==> src/rtl/scm_pkg.sv <==
// Shared types for the slow clock calibration counter.
package scm_pkg;

    // Measurement sequencer states.
    typedef enum logic [1:0] {
        ST_IDLE  = 2'd0,  // no measurement running
        ST_ARM   = 2'd1,  // started, waiting for first slow rising edge
        ST_COUNT = 2'd2   // counting fast cycles between slow edges
    } scm_state_e;

endpackage

==> src/rtl/scm_start_edge.sv <==
// Start edge detector.
// Turns the level of the start control into a one-cycle pulse on its
// 0-to-1 transition. Assumes the control is synchronous to clk.
module scm_start_edge (
    input  logic clk,
    input  logic rst_n,
    input  logic start_lvl,
    output logic start_pulse
);

    logic start_q;

    // Remember last cycle's level of the start control.
    always_ff @(posedge clk) begin
        if (!rst_n) start_q <= 1'b0;
        else        start_q <= start_lvl;
    end

    assign start_pulse = start_lvl & ~start_q;

endmodule

==> src/rtl/scm_slow_sync.sv <==
// Slow clock synchroniser and rising edge detector.
// Passes the asynchronous slow clock through SYNC_STAGES flops, then
// compares the last stage with one more delayed copy. Assumes the slow
// clock stays high and low for at least two fast cycles each.
module scm_slow_sync #(
    parameter int SYNC_STAGES = 2
) (
    input  logic clk,
    input  logic rst_n,
    input  logic slow_clk,
    output logic slow_rise
);

    localparam int CHAIN_W = SYNC_STAGES + 1;

    logic [CHAIN_W-1:0] chain;

    // Shift the slow clock through the synchroniser and edge stage.
    always_ff @(posedge clk) begin
        if (!rst_n) chain <= '0;
        else        chain <= {chain[CHAIN_W-2:0], slow_clk};
    end

    assign slow_rise = chain[SYNC_STAGES-1] & ~chain[SYNC_STAGES];

endmodule

==> src/rtl/scm_period_counter.sv <==
// Measurement sequencer and saturating fast-cycle counter.
// Captures the period count on a start pulse and arms on the first slow
// edge. It then counts fast cycles until the programmed number of slow
// edges has passed, and latches the count as the result. Assumes
// start_pulse and slow_rise are single-cycle pulses in the clk domain.
module scm_period_counter
    import scm_pkg::*;
#(
    parameter int PERIOD_W = 10,
    parameter int RESULT_W = 20
) (
    input  logic                clk,
    input  logic                rst_n,
    input  logic                start_pulse,
    input  logic [PERIOD_W-1:0] period_in,
    input  logic                slow_rise,
    output logic [RESULT_W-1:0] result,
    output logic                done,
    output logic                busy
);

    localparam logic [RESULT_W-1:0] CNT_MAX  = '1;
    localparam logic [PERIOD_W-1:0] REM_LAST = PERIOD_W'(1);

    scm_state_e          state;
    logic [PERIOD_W-1:0] remaining;
    logic [RESULT_W-1:0] cnt;
    logic [RESULT_W-1:0] cnt_next;

    // Saturating increment of the running count.
    always_comb begin
        cnt_next = (cnt == CNT_MAX) ? CNT_MAX : cnt + 1'b1;
    end

    // Sequence a measurement: capture, arm, count, latch result.
    always_ff @(posedge clk) begin
        if (!rst_n) begin
            state     <= ST_IDLE;
            remaining <= '0;
            cnt       <= '0;
            result    <= '0;
            done      <= 1'b0;
        end else if (start_pulse) begin
            result    <= '0;
            cnt       <= '0;
            remaining <= period_in;
            if (period_in == '0) begin
                state <= ST_IDLE;
                done  <= 1'b1;
            end else begin
                state <= ST_ARM;
                done  <= 1'b0;
            end
        end else begin
            unique case (state)
                ST_ARM: begin
                    if (slow_rise) begin
                        state <= ST_COUNT;
                        cnt   <= '0;
                    end
                end
                ST_COUNT: begin
                    if (slow_rise && remaining == REM_LAST) begin
                        state  <= ST_IDLE;
                        result <= cnt_next;
                        done   <= 1'b1;
                    end else begin
                        cnt <= cnt_next;
                        if (slow_rise) remaining <= remaining - 1'b1;
                    end
                end
                default: begin
                    state <= ST_IDLE;
                end
            endcase
        end
    end

    assign busy = (state != ST_IDLE);

endmodule

==> src/rtl/slow_clk_meter.sv <==
// Slow clock calibration counter, top level.
// Counts fast clock cycles over a programmed number of slow clock periods.
// The measurement begins on the rising edge of the start control. Assumes
// the start control and period count are synchronous to clk, and that
// slow_clk is a free-running clock much slower than clk.
module slow_clk_meter #(
    parameter int PERIOD_W    = 10,
    parameter int RESULT_W    = 20,
    parameter int SYNC_STAGES = 2
) (
    input  logic                clk,
    input  logic                rst_n,
    input  logic                cal_start,
    input  logic [PERIOD_W-1:0] period_cnt,
    input  logic                slow_clk,
    output logic [RESULT_W-1:0] result,
    output logic                ready
);

    logic start_pulse;
    logic slow_rise;
    logic busy;

    scm_start_edge u_start (
        .clk         (clk),
        .rst_n       (rst_n),
        .start_lvl   (cal_start),
        .start_pulse (start_pulse)
    );

    scm_slow_sync #(
        .SYNC_STAGES (SYNC_STAGES)
    ) u_sync (
        .clk       (clk),
        .rst_n     (rst_n),
        .slow_clk  (slow_clk),
        .slow_rise (slow_rise)
    );

    scm_period_counter #(
        .PERIOD_W (PERIOD_W),
        .RESULT_W (RESULT_W)
    ) u_count (
        .clk         (clk),
        .rst_n       (rst_n),
        .start_pulse (start_pulse),
        .period_in   (period_cnt),
        .slow_rise   (slow_rise),
        .result      (result),
        .done        (ready),
        .busy        (busy)
    );

endmodule

==> config.mk <==
export PLATFORM = sky130hd
export DESIGN_NAME = slow_clk_meter
export DESIGN_NICKNAME = d
export VERILOG_FILES = /design/src/rtl/scm_pkg.sv /design/src/rtl/scm_start_edge.sv /design/src/rtl/scm_slow_sync.sv /design/src/rtl/scm_period_counter.sv /design/src/rtl/slow_clk_meter.sv
export SDC_FILE = /design/constraint.sdc
export NUM_CORES = 1
export LEC_CHECK = 0
export BUFFER_PORTS_ARGS = -buffer_cell sky130_fd_sc_hd__buf_2
export CORE_MARGIN = 2
export CORE_UTILIZATION = 55
export CTS_BUF_LIST = sky130_fd_sc_hd__clkbuf_4 sky130_fd_sc_hd__clkbuf_8
export CTS_CLUSTER_SIZE = 40
export DETAILED_ROUTE_END_ITERATION = 16
export GPL_ROUTABILITY_DRIVEN = 0
export HOLD_SLACK_MARGIN = 0.12
export PLACE_DENSITY = 0.84
export SLEW_MARGIN = 10
export SYNTH_ARGS = -nofsm -noshare
export SYNTH_HDL_FRONTEND = slang
export SYNTH_HIERARCHICAL = 1
export SYNTH_SLANG_ARGS = --single-unit
==> constraint.sdc <==
create_clock -name clk -period 2.8 [get_ports clk]
set_input_delay 0.7 -clock clk [delete_from_list [all_inputs] [get_ports clk]]
set_output_delay 0.7 -clock clk [all_outputs]
set_load 0.05 [all_outputs]
==> flow_results.org <==
** Run status
- Run status :: completed

** Cells and area
- The finished layout holds 452 standard cells, fillers aside.
- Net count reported at finish :: 395
- Most frequent standard cell in the layout excluding fill and tap cells :: dfxtp_1
- The repair_antennas step left the layout with diodes totalling 0.
- Cells with a size suffix above 1 make up 18.32% of the layout.
- Layout-stage area growth over the synthesis result :: 13.88%
- The top cell types in the final layout, fill and taps aside, are 57 x dfxtp_1, 37 x a21oi_1, 34 x buf_2, 31 x nand2_1, 29 x nor2_1.
- Count of filler cells inserted in the layout :: approximately 450

** Die
- Initial core utilization :: 56.85%
- The die covers 0.005842 mm2.
- In this run the core area contains 26 standard-cell rows.
- Number of top-level pins :: 35
- The die is roughly 76 um wide.
- Die outline height :: between 70 and 80 um
- The floorplan step defined a core boundary enclosing between 0.005 and 0.006 mm2.

** STA
- Setup clock skew after layout :: 0.01151 ns
- At the pin with the least slew margin, the transition time is just over 0.6 ns.
- Total negative slack :: 0 ns
- Final-report hold violation count :: 0
- Setup violation total in the final timing report :: 0
- The worst path needs 2.200 ns of the cycle, external delays included.
- Static timing analysis puts the maximum clock frequency at approximately 450 MHz.
- In the finished design, the share of the clock period the worst path needs comes to ~79%.
- The worst pin sits at a relative slew slack of just under 60%.
- Final Max Tran Viols :: 0
- RSZ-0062 raised after global routing :: false

** Route
- For this block, the routed nets add up to 7033 um of wire.
- Per-cell routed wire length :: around 16 um
- After detailed routing, the number of remaining DRC violations is 0.
- Detail-routed via count per cell :: roughly 6
- In this run the remaining antenna-violating nets after routing total 0.
- Vias :: approximately 2700
- Before antenna repair, the detailed router went through 5 iterations.
- The first routing iteration left 393 violations.

** Power
- Across the VDD grid, the largest voltage drop is 0.3458 mV.
- Power comes to 1.743 mW.
- In this run the static leakage power is 1.218 nW.
- Power per cell area :: between 500 and 600 mW/mm2

** Synthesis
- Syn nets :: about 360
- A synthesized cell averages 8.315 um2.
- After synthesis the cells add up to just under 0.003 mm2.
- Synthesized instance count :: 347
- For this run, the number of Yosys warnings is 6.

** Placement
- HPWL after detailed placement :: around 4800 um
- After detailed placement, the design holds a cell count of 437.
- Port buffering added 34 buffers.

** Critical path
- Data arrives at the worst endpoint at 2.46 ns.
- The worst register-to-register path begins at u_count/cnt[0]$_SDFFE_PP0P_.
- Critical path peak fanout :: 14
- Across all register-to-register paths, the minimum setup slack is 0.60 ns.
- In this run the worst setup path begins at u_count/cnt[0]$_SDFFE_PP0P_.
- The critical path goes through ha_1 -> and4_1 -> nand3_2 -> nor3_4 -> nor2_1 -> a211oi_1.
- For the worst flop-to-flop path, the logic depth is 6.
- On the critical path, the stage with the largest delay is an instance of nor3_4.
- Critical path's largest stage delay :: 0.56 ns
- Crit path kind :: register to register
- The endpoint identified for the worst register-to-register timing path is u_count/result[10]$_SDFFE_PP0P_.
- Termination of the worst setup path :: u_count/result[10]$_SDFFE_PP0P_
- Worst Path Required :: 3.06 ns
- The worst setup path is launched from a register.
- Type of destination of the critical path :: register

** Global routing
- Across every metal layer, demand over resource in global routing totals 25.18%.
- The total overflow left after global routing is 0.
- Largest net degree at the start of global routing :: 23
- The initial antenna violation count was 0.
- Wire length of the first global-routing pass :: 11780 um
- The via count of the first global-routing pass came to 2541.

** Clock network
- Post-CTS resize count :: 0
- Insertion delay to the later sink of the worst-skew pair :: 0.34 ns
- The number of clock buffers added by TritonCTS is 9.
- The tree is rooted in a clkbuf_8.
- In this run the post-CTS setup repair buffer count came out at 0.
- CTS tree :: yes
- The number of hold buffers added after CTS was 0.
- # clock sinks :: 57
- Number of levels in the clock H-tree :: 3
- CTS clk-pin slew, worst paths :: roughly 0.06 ns
- No sink is reached through more buffers than the 2 on the longest clock path.

** Worst hold path
- Type of the most critical hold path :: register to register

** Flow run
- Across the run, the number of max-cap violations was 0.
[critical path, delay by kind of cell, from the launching register on]
family          cells  cell delay [ns]
simple gates        4             1.19
flops               1             0.41
fa+ha+maj           1             0.29
compound gates      1             0.23
[power by group]
part | total, mW | switching (mW) | internal [mW] | leakage (nW)
clock | 0.778 | 0.317 | 0.461 | 0.106
sequential | 0.844 | 0.0179 | 0.826 | 0.462
combinational | 0.121 | 0.0739 | 0.0468 | 0.650
total | 1.74 | 0.408 | 1.33 | 1.22
[worst min-delay path by stage]
stage,cells after the start,endpoint,slack [ns],startpoint
floorplan,1,u_sync/chain[1]$_SDFF_PN0_,0.41,u_sync/chain[0]$_SDFF_PN0_
global placement,1,u_sync/chain[1]$_SDFF_PN0_,0.42,u_sync/chain[0]$_SDFF_PN0_
detailed placement,1,u_sync/chain[1]$_SDFF_PN0_,0.43,u_sync/chain[0]$_SDFF_PN0_
CTS,1,u_sync/chain[1]$_SDFF_PN0_,0.44,u_sync/chain[0]$_SDFF_PN0_
global route,1,u_sync/chain[1]$_SDFF_PN0_,0.45,u_sync/chain[0]$_SDFF_PN0_
finish,1,u_sync/chain[1]$_SDFF_PN0_,0.44,u_sync/chain[0]$_SDFF_PN0_
[stage by stage]
step	hold WS (ns)	worst slack, ns	instance area (um2)	utilization (%)
finish	0.4417	0.5998	3286	64.74
global route	0.4519	0.3945	3286	64.74
detailed placement	0.4287	0.6259	3087	60.82
floorplan	0.4118	0.8795	2885	-
global placement	0.4162	0.6843	3087	60.82
CTS	0.4440	0.6137	3286	64.74
[final cells by class]
type | count | area (um2) | share of cell area (%)
multi-input cells | 266 | 1628 | 49.54
flip-flops and latches | 57 | 1141 | 34.73
repair buffers | 40 | 215.2 | 6.550
clock buffers | 12 | 158.9 | 4.836
well taps | 70 | 87.58 | 2.666
clock inverters | 3 | 40.04 | 1.219
inverters | 4 | 15.01 | 0.4570
[sequential cells by signal, summed over array words and instances, names as in the netlist]
register / flops
u_count/cnt: 20
u_count/result: 20
u_count/remaining: 10
u_sync/chain: 3
u_count/state: 2
u_count/done: 1
u_start/start_q: 1
[routing by layer]
| metal | track usage (%) | part of all wire, % | vias to the layer above |
|---|---|---|---|
| met1 | 31.75 | 44 | 1266 |
| met5 | 0 | 0 | - |
| met3 | 5.806 | 6.6 | 15 |
| met2 | 40.62 | 47 | 105 |
| li1 | - | - | 1338 |
| met4 | 12.18 | 1.8 | 0 |
Power figures use the tool's default switching activity.
